--- src/rtl/spi_burst_pkg.sv ---
`timescale 1ns/1ps
package spi_burst_pkg;

  typedef enum logic [1:0] {
    SEQ_IDLE  = 2'd0,
    SEQ_CMD   = 2'd1,
    SEQ_BURST = 2'd2
  } seq_state_e;

  // Register map positions that the side-effect decode depends on
  localparam int unsigned CFG_LAST_ADDR = 4;  // addresses 0..4 are configuration
  localparam int unsigned DLO_ADDR      = 6;  // data-low register

endpackage

--- src/rtl/spi_burst_seq.sv ---
`timescale 1ns/1ps
module spi_burst_seq
  import spi_burst_pkg::*;
#(
  parameter int unsigned DATA_W    = 8,
  parameter int unsigned ADDR_W    = 5,
  parameter int unsigned REG_COUNT = 22
) (
  input  logic              sclk,
  input  logic              rst_n,
  input  logic              idle_clr,
  input  logic              mosi,
  output logic              wr_flag,
  output logic              byte_done,
  output logic              at_first,
  output logic [DATA_W-1:0] byte_val,
  output logic [ADDR_W-1:0] ptr
);

  localparam int unsigned CNT_W = $clog2(DATA_W);
  localparam logic [CNT_W-1:0] CNT_TOP  = CNT_W'(DATA_W - 1);
  localparam logic [CNT_W-1:0] CNT_NEXT = CNT_W'(DATA_W - 2);
  localparam logic [ADDR_W-1:0] LAST_ADDR = ADDR_W'(REG_COUNT - 1);

  seq_state_e             state;
  logic [CNT_W-1:0]       bitcnt;
  logic [DATA_W-2:0]      shreg;
  logic                   last_bit;
  logic                   cmd_done;

  assign last_bit  = (bitcnt == '0);
  assign byte_val  = {shreg, mosi};
  assign cmd_done  = (state == SEQ_CMD)   && last_bit;
  assign byte_done = (state == SEQ_BURST) && last_bit;
  assign at_first  = (state == SEQ_BURST) && (bitcnt == CNT_TOP);

  // Bit sequencer: forced idle asynchronously by reset or chip select high
  always_ff @(posedge sclk or posedge idle_clr) begin
    if (idle_clr) begin
      state   <= SEQ_IDLE;
      bitcnt  <= CNT_TOP;
      wr_flag <= 1'b0;
      shreg   <= '0;
    end else begin
      shreg <= {shreg[DATA_W-3:0], mosi};
      case (state)
        SEQ_IDLE: begin
          wr_flag <= mosi;
          bitcnt  <= CNT_NEXT;
          state   <= SEQ_CMD;
        end
        SEQ_CMD: begin
          if (last_bit) begin
            bitcnt <= CNT_TOP;
            state  <= SEQ_BURST;
          end else begin
            bitcnt <= bitcnt - 1'b1;
          end
        end
        SEQ_BURST: begin
          if (last_bit) bitcnt <= CNT_TOP;
          else          bitcnt <= bitcnt - 1'b1;
        end
        default: state <= SEQ_IDLE;
      endcase
    end
  end

  // Register pointer survives chip select, cleared only by reset
  always_ff @(posedge sclk or negedge rst_n) begin
    if (!rst_n) begin
      ptr <= '0;
    end else if (cmd_done) begin
      ptr <= byte_val[ADDR_W-1:0];
    end else if (byte_done) begin
      ptr <= (ptr == LAST_ADDR) ? '0 : ptr + 1'b1;
    end
  end

endmodule

--- src/rtl/spi_burst_fx.sv ---
`timescale 1ns/1ps
module spi_burst_fx
  import spi_burst_pkg::*;
#(
  parameter int unsigned DATA_W = 8,
  parameter int unsigned ADDR_W = 5
) (
  input  logic              sclk,
  input  logic              idle_clr,
  input  logic              byte_done,
  input  logic              wr_flag,
  input  logic [ADDR_W-1:0] addr,
  input  logic [DATA_W-1:0] data,
  input  logic              rx_nempty,
  output logic              reg_we,
  output logic [ADDR_W-1:0] reg_waddr,
  output logic [DATA_W-1:0] reg_wdata,
  output logic              abort_req,
  output logic              xfifo_push,
  output logic              rfifo_pop
);

  localparam logic [ADDR_W-1:0] CFG_LAST = ADDR_W'(CFG_LAST_ADDR);
  localparam logic [ADDR_W-1:0] DLO      = ADDR_W'(DLO_ADDR);

  logic cfg_sel;
  logic dlo_sel;

  assign cfg_sel = (addr <= CFG_LAST);
  assign dlo_sel = (addr == DLO);

  // Decode uses the address of the byte just completed (pre-increment)
  always_ff @(posedge sclk or posedge idle_clr) begin
    if (idle_clr) begin
      reg_we     <= 1'b0;
      reg_waddr  <= '0;
      reg_wdata  <= '0;
      abort_req  <= 1'b0;
      xfifo_push <= 1'b0;
      rfifo_pop  <= 1'b0;
    end else if (byte_done) begin
      reg_we     <= wr_flag;
      reg_waddr  <= addr;
      reg_wdata  <= data;
      abort_req  <= wr_flag && cfg_sel;
      xfifo_push <= wr_flag && dlo_sel;
      rfifo_pop  <= rx_nempty && dlo_sel;
    end else begin
      reg_we     <= 1'b0;
      abort_req  <= 1'b0;
      xfifo_push <= 1'b0;
      rfifo_pop  <= 1'b0;
    end
  end

endmodule

--- src/rtl/spi_burst_tx.sv ---
`timescale 1ns/1ps
module spi_burst_tx #(
  parameter int unsigned DATA_W = 8
) (
  input  logic              sclk,
  input  logic              idle_clr,
  input  logic              load,
  input  logic [DATA_W-1:0] rdata,
  output logic              miso
);

  logic [DATA_W-1:0] sh;

  // Falling-edge shifter so data is stable at the master's rising sample
  always_ff @(negedge sclk or posedge idle_clr) begin
    if (idle_clr)  sh <= '0;
    else if (load) sh <= rdata;
    else           sh <= {sh[DATA_W-2:0], 1'b0};
  end

  assign miso = sh[DATA_W-1];

endmodule

--- src/rtl/spi_burst_regif.sv ---
`timescale 1ns/1ps
module spi_burst_regif #(
  parameter int unsigned DATA_W    = 8,
  parameter int unsigned ADDR_W    = 5,
  parameter int unsigned REG_COUNT = 22
) (
  input  logic              sclk,
  input  logic              rst_n,
  input  logic              cs_n,
  input  logic              mosi,
  output logic              miso,
  input  logic              rx_nempty,
  output logic [ADDR_W-1:0] reg_raddr,
  input  logic [DATA_W-1:0] reg_rdata,
  output logic              reg_we,
  output logic [ADDR_W-1:0] reg_waddr,
  output logic [DATA_W-1:0] reg_wdata,
  output logic              abort_req,
  output logic              xfifo_push,
  output logic              rfifo_pop
);

  logic              idle_clr;
  logic              wr_flag;
  logic              byte_done;
  logic              at_first;
  logic [DATA_W-1:0] byte_val;

  assign idle_clr = ~rst_n | cs_n;

  spi_burst_seq #(
    .DATA_W    (DATA_W),
    .ADDR_W    (ADDR_W),
    .REG_COUNT (REG_COUNT)
  ) u_seq (
    .sclk      (sclk),
    .rst_n     (rst_n),
    .idle_clr  (idle_clr),
    .mosi      (mosi),
    .wr_flag   (wr_flag),
    .byte_done (byte_done),
    .at_first  (at_first),
    .byte_val  (byte_val),
    .ptr       (reg_raddr)
  );

  spi_burst_fx #(
    .DATA_W (DATA_W),
    .ADDR_W (ADDR_W)
  ) u_fx (
    .sclk       (sclk),
    .idle_clr   (idle_clr),
    .byte_done  (byte_done),
    .wr_flag    (wr_flag),
    .addr       (reg_raddr),
    .data       (byte_val),
    .rx_nempty  (rx_nempty),
    .reg_we     (reg_we),
    .reg_waddr  (reg_waddr),
    .reg_wdata  (reg_wdata),
    .abort_req  (abort_req),
    .xfifo_push (xfifo_push),
    .rfifo_pop  (rfifo_pop)
  );

  spi_burst_tx #(
    .DATA_W (DATA_W)
  ) u_tx (
    .sclk     (sclk),
    .idle_clr (idle_clr),
    .load     (at_first),
    .rdata    (reg_rdata),
    .miso     (miso)
  );

endmodule

--- config.mk ---
export PLATFORM = sky130hd
export DESIGN_NAME = spi_burst_regif
export DESIGN_NICKNAME = d
export VERILOG_FILES = /design/src/rtl/spi_burst_pkg.sv /design/src/rtl/spi_burst_seq.sv /design/src/rtl/spi_burst_fx.sv /design/src/rtl/spi_burst_tx.sv /design/src/rtl/spi_burst_regif.sv
export SDC_FILE = /design/constraint.sdc
export NUM_CORES = 1
export LEC_CHECK = 0
export BUFFER_PORTS_ARGS = -buffer_cell sky130_fd_sc_hd__buf_4
export CAP_MARGIN = 20
export CELL_PAD_IN_SITES_DETAIL_PLACEMENT = 0
export CELL_PAD_IN_SITES_GLOBAL_PLACEMENT = 1
export CORE_MARGIN = 5
export CORE_UTILIZATION = 44
export CTS_CLUSTER_SIZE = 25
export DETAILED_ROUTE_END_ITERATION = 10
export MAX_ROUTING_LAYER = met4
export PLACE_DENSITY = 0.81
export SYNTH_ARGS = -nofsm -noshare
export SYNTH_HDL_FRONTEND = slang
export SYNTH_HIERARCHICAL = 1
export SYNTH_SLANG_ARGS = --single-unit
--- constraint.sdc ---
create_clock -name sclk -period 2.3 [get_ports sclk]
set_input_delay 0.345 -clock sclk [delete_from_list [all_inputs] [get_ports sclk]]
set_output_delay 0.345 -clock sclk [all_outputs]
set_load 0.01 [all_outputs]
==> results.json <==
{
  "rsz0062_at_grt": "true",
  "status": "finished with violations",
  "h-tree-depth": 2,
  "drtIter0Drc": 56,
  "synth_edf_count": 0,
  "via_per_inst": 5.10,
  "wirelength_um": 3860,
  "leakage_nw": 1.22,
  "synth_area_um2": 1930,
  "slowest_stage": "dfstp_2",
  "remaining_drc_errors": 0,
  "worstPathRequired_ns": 1.29,
  "clk_pin_slew_ns": 0.08,
  "grt_pass1_vias": 1334,
  "final_util_pct": 56.5,
  "rr_worst_depth": 3,
  "clock_path_buffers": 2,
  "layout_common_cells": "46 x buf_4, 32 x dfrtp_1, 16 x mux2_4, 9 x inv_1, 9 x ha_1",
  "path_buf_inv": 0,
  "initial_core_util_pct": 45.0,
  "p_sw_mw": 0.488,
  "timing.max_slew.rel_slack_pct": 57.0,
  "cts_buffers": 5,
  "rows": 24,
  "drv_cap": 0,
  "peakVddDrop_v": 0.000277,
  "cts_tree": "done",
  "drv_slew": 0,
  "grt_pass1_wl_um": 6470,
  "critPathKind": "register to register",
  "ioPinCount": 36,
  "finClkSkew_ns": 0.00563,
  "final_net_count": 211,
  "synth_area_leader_cell": "dfrtp_1",
  "netlist_instances": 138,
  "dp_hpwl_um": 2990,
  "fin_ws_ns": -0.258,
  "setup_viol": 7,
  "syn2layout_area_growth_pct": 25.6,
  "path_max_fanout": 8,
  "synth.distinct_cells": 34,
  "p_clk_share_pct": 30.3,
  "core_area_um2": 4290,
  "firstDrtPassIters": 4,
  "endpoint_kind": "register",
  "cts_root_buf": "clkbuf_8",
  "yosys_register_bits": 43,
  "arrival_ns": 1.55,
  "antenna_cells": 0,
  "globalplace.congestion": 0.760,
  "preCtsSetupSlack_ns": -0.295,
  "drive_gt1_share_pct": 46.0,
  "cts.sinks": 43,
  "switching_share_pct": 27.4,
  "antenna_left": 0,
  "die-area_um2": 5820,
  "worst_skew_pair.late_latency_ns": 0.29,
  "synth_ff_type": "dfrtp_1",
  "synth_top_area_share_pct": 41.5,
  "die_y_um": 76.3,
  "routedWlPerCell_um": 16.0,
  "p_comb_share_pct": 17.4,
  "finalHoldViolCount": 0,
  "grt_max_degree": 18,
  "tightest_slew_ns": 0.644,
  "portBuffers": 35,
  "crit_path_cell_trace": "ha_1 -> and3_4 -> mux2_4",
  "grt_use_total_pct": 13.9,
  "power_density_nw_per_um2": 733,
  "seqPwrFrac_pct": 52.4,
  "violations": "setup timing",
  "yosysSeqAreaShare_pct": 55.9,
  "p_int_mw": 1.29,
  "avgSynthCellArea_um2": 14.0,
  "final_common_cell": "buf_4",
  "die_w_um": 76.3,
  "synthArstFlopShare_pct": 100,
  "tns_ns": -1.78,
  "synth_nets": 161,
  "synth_warnings": 6,
  "vias": 1229,
  "hold_class": "input pin to register",
  "antenna_found_initial": 0,
  "max_stage_delay_ns": 0.54,
  "ys_top_cells_by_area": "dfrtp_1 41%, mux2_4 12%, dfrtn_1 10%",
  "startpoint_type": "register",
  "report.power.total_mw": 1.78,
  "hold_depth": 1,
  "crit_family": "flip-flops",
  "cp.depth": 3,
  "overflow": 0
}
==> kinds of logic after synthesis <==
family | Yosys count | share of synthesized area (%)
buffers and inverters | 14 | 4.53
muxes | 23 | 16.5
DFF | 43 | 55.9
AOI/OAI and AO/OA | 18 | 6.15
and+or+nand+nor | 30 | 10.4
adders and majority gates | 10 | 6.48
==> Yosys cell counts (2+ instances only) <==
| library cell | instances |
|---|---|
| a21oi_1 | 2 |
| a31oi_1 | 2 |
| and2_2 | 2 |
| and3_1 | 5 |
| and4b_1 | 2 |
| buf_6 | 2 |
| dfrtn_1 | 8 |
| dfrtp_1 | 32 |
| dfstp_2 | 3 |
| ha_1 | 10 |
| inv_1 | 10 |
| mux2_2 | 7 |
| mux2_4 | 16 |
| nand2_1 | 4 |
| nand2b_1 | 4 |
| nor2_1 | 4 |
| o21ai_0 | 6 |
| o22a_1 | 3 |
==> registers in the layout (all words and copies together) (netlist names) <==
name	cells
u_fx/rfifo_pop	1
u_seq/state	2
u_fx/xfifo_push	1
u_fx/abort_req	1
u_tx/sh	8
u_seq/bitcnt	3
u_seq/wr_flag	1
u_fx/reg_waddr	5
u_fx/reg_wdata	8
u_fx/reg_we	1
u_seq/shreg	7
u_seq/ptr	5
==> layout make-up <==
type | count | area, µm²
repair buffers | 47 | 355
multi-input cells | 81 | 782
flip-flops and latches | 43 | 1080
fillers | 355 | 1870
inverters | 10 | 37.5
clock inverters | 2 | 13.8
clock buffers | 6 | 93.8
well taps | 52 | 65.1
==> stage by stage <==
step | hold WS (ns) | instances | area [µm²]
after floorplan | 0.0494 | 138 | 1940
after global placement | 0.160 | 232 | 2320
after detailed placement | 0.163 | 232 | 2320
after CTS | 0.186 | 240 | 2420
after global routing | 0.179 | 241 | 2430
final | 0.197 | 241 | 2430
==> worst register-to-register path, delay by kind of cell, from the launching register on <==
family                     cells  cell delay [ns]
DFF                            1             0.54
and+or+nand+nor                1             0.27
adders and majority gates      1             0.14
muxes                          1             0.32
==> per-layer routing <==
| metal | global-route usage, % | share of wire [%] |
|---|---|---|
| met5 | - | 0 |
| met3 | 3.31 | 3.6 |
| met1 | 15.8 | 41 |
| met4 | 3.67 | 0.83 |
| met2 | 24.4 | 55 |
==> final timing paths <==
path                                  end            start  slack [ns]
setup / recovery               u_tx/sh[6]  u_seq/bitcnt[0]       -0.26
hold / removal             u_seq/shreg[0]             mosi        0.20
setup reg to reg               u_tx/sh[6]  u_seq/bitcnt[0]       -0.26
hold reg to reg            u_seq/shreg[5]   u_seq/shreg[4]        0.39
max in group asynchronous      u_tx/sh[1]            rst_n        0.34
min in group asynchronous  u_seq/shreg[2]             cs_n        0.26
==> power groups by stage <==
stage               Sequential [mW]  Combinational [mW]  Clock (mW)
finish                        0.932               0.309       0.538
global route                  0.950               0.345       0.593
floorplan                     0.946               0.139           0
global placement              0.941               0.305           0
detailed placement            0.945               0.314           0
CTS                           0.932               0.316       0.558
==> what timing repair did <==
action,CTS,global route
endpoints found under the hold margin,5,0
pin swaps,1,0
setup endpoints to repair,8,9
setup buffers,0,1
gates resized for setup,1,0
hold buffers,1,0
Note: power is estimated with default switching activity, not from simulation.
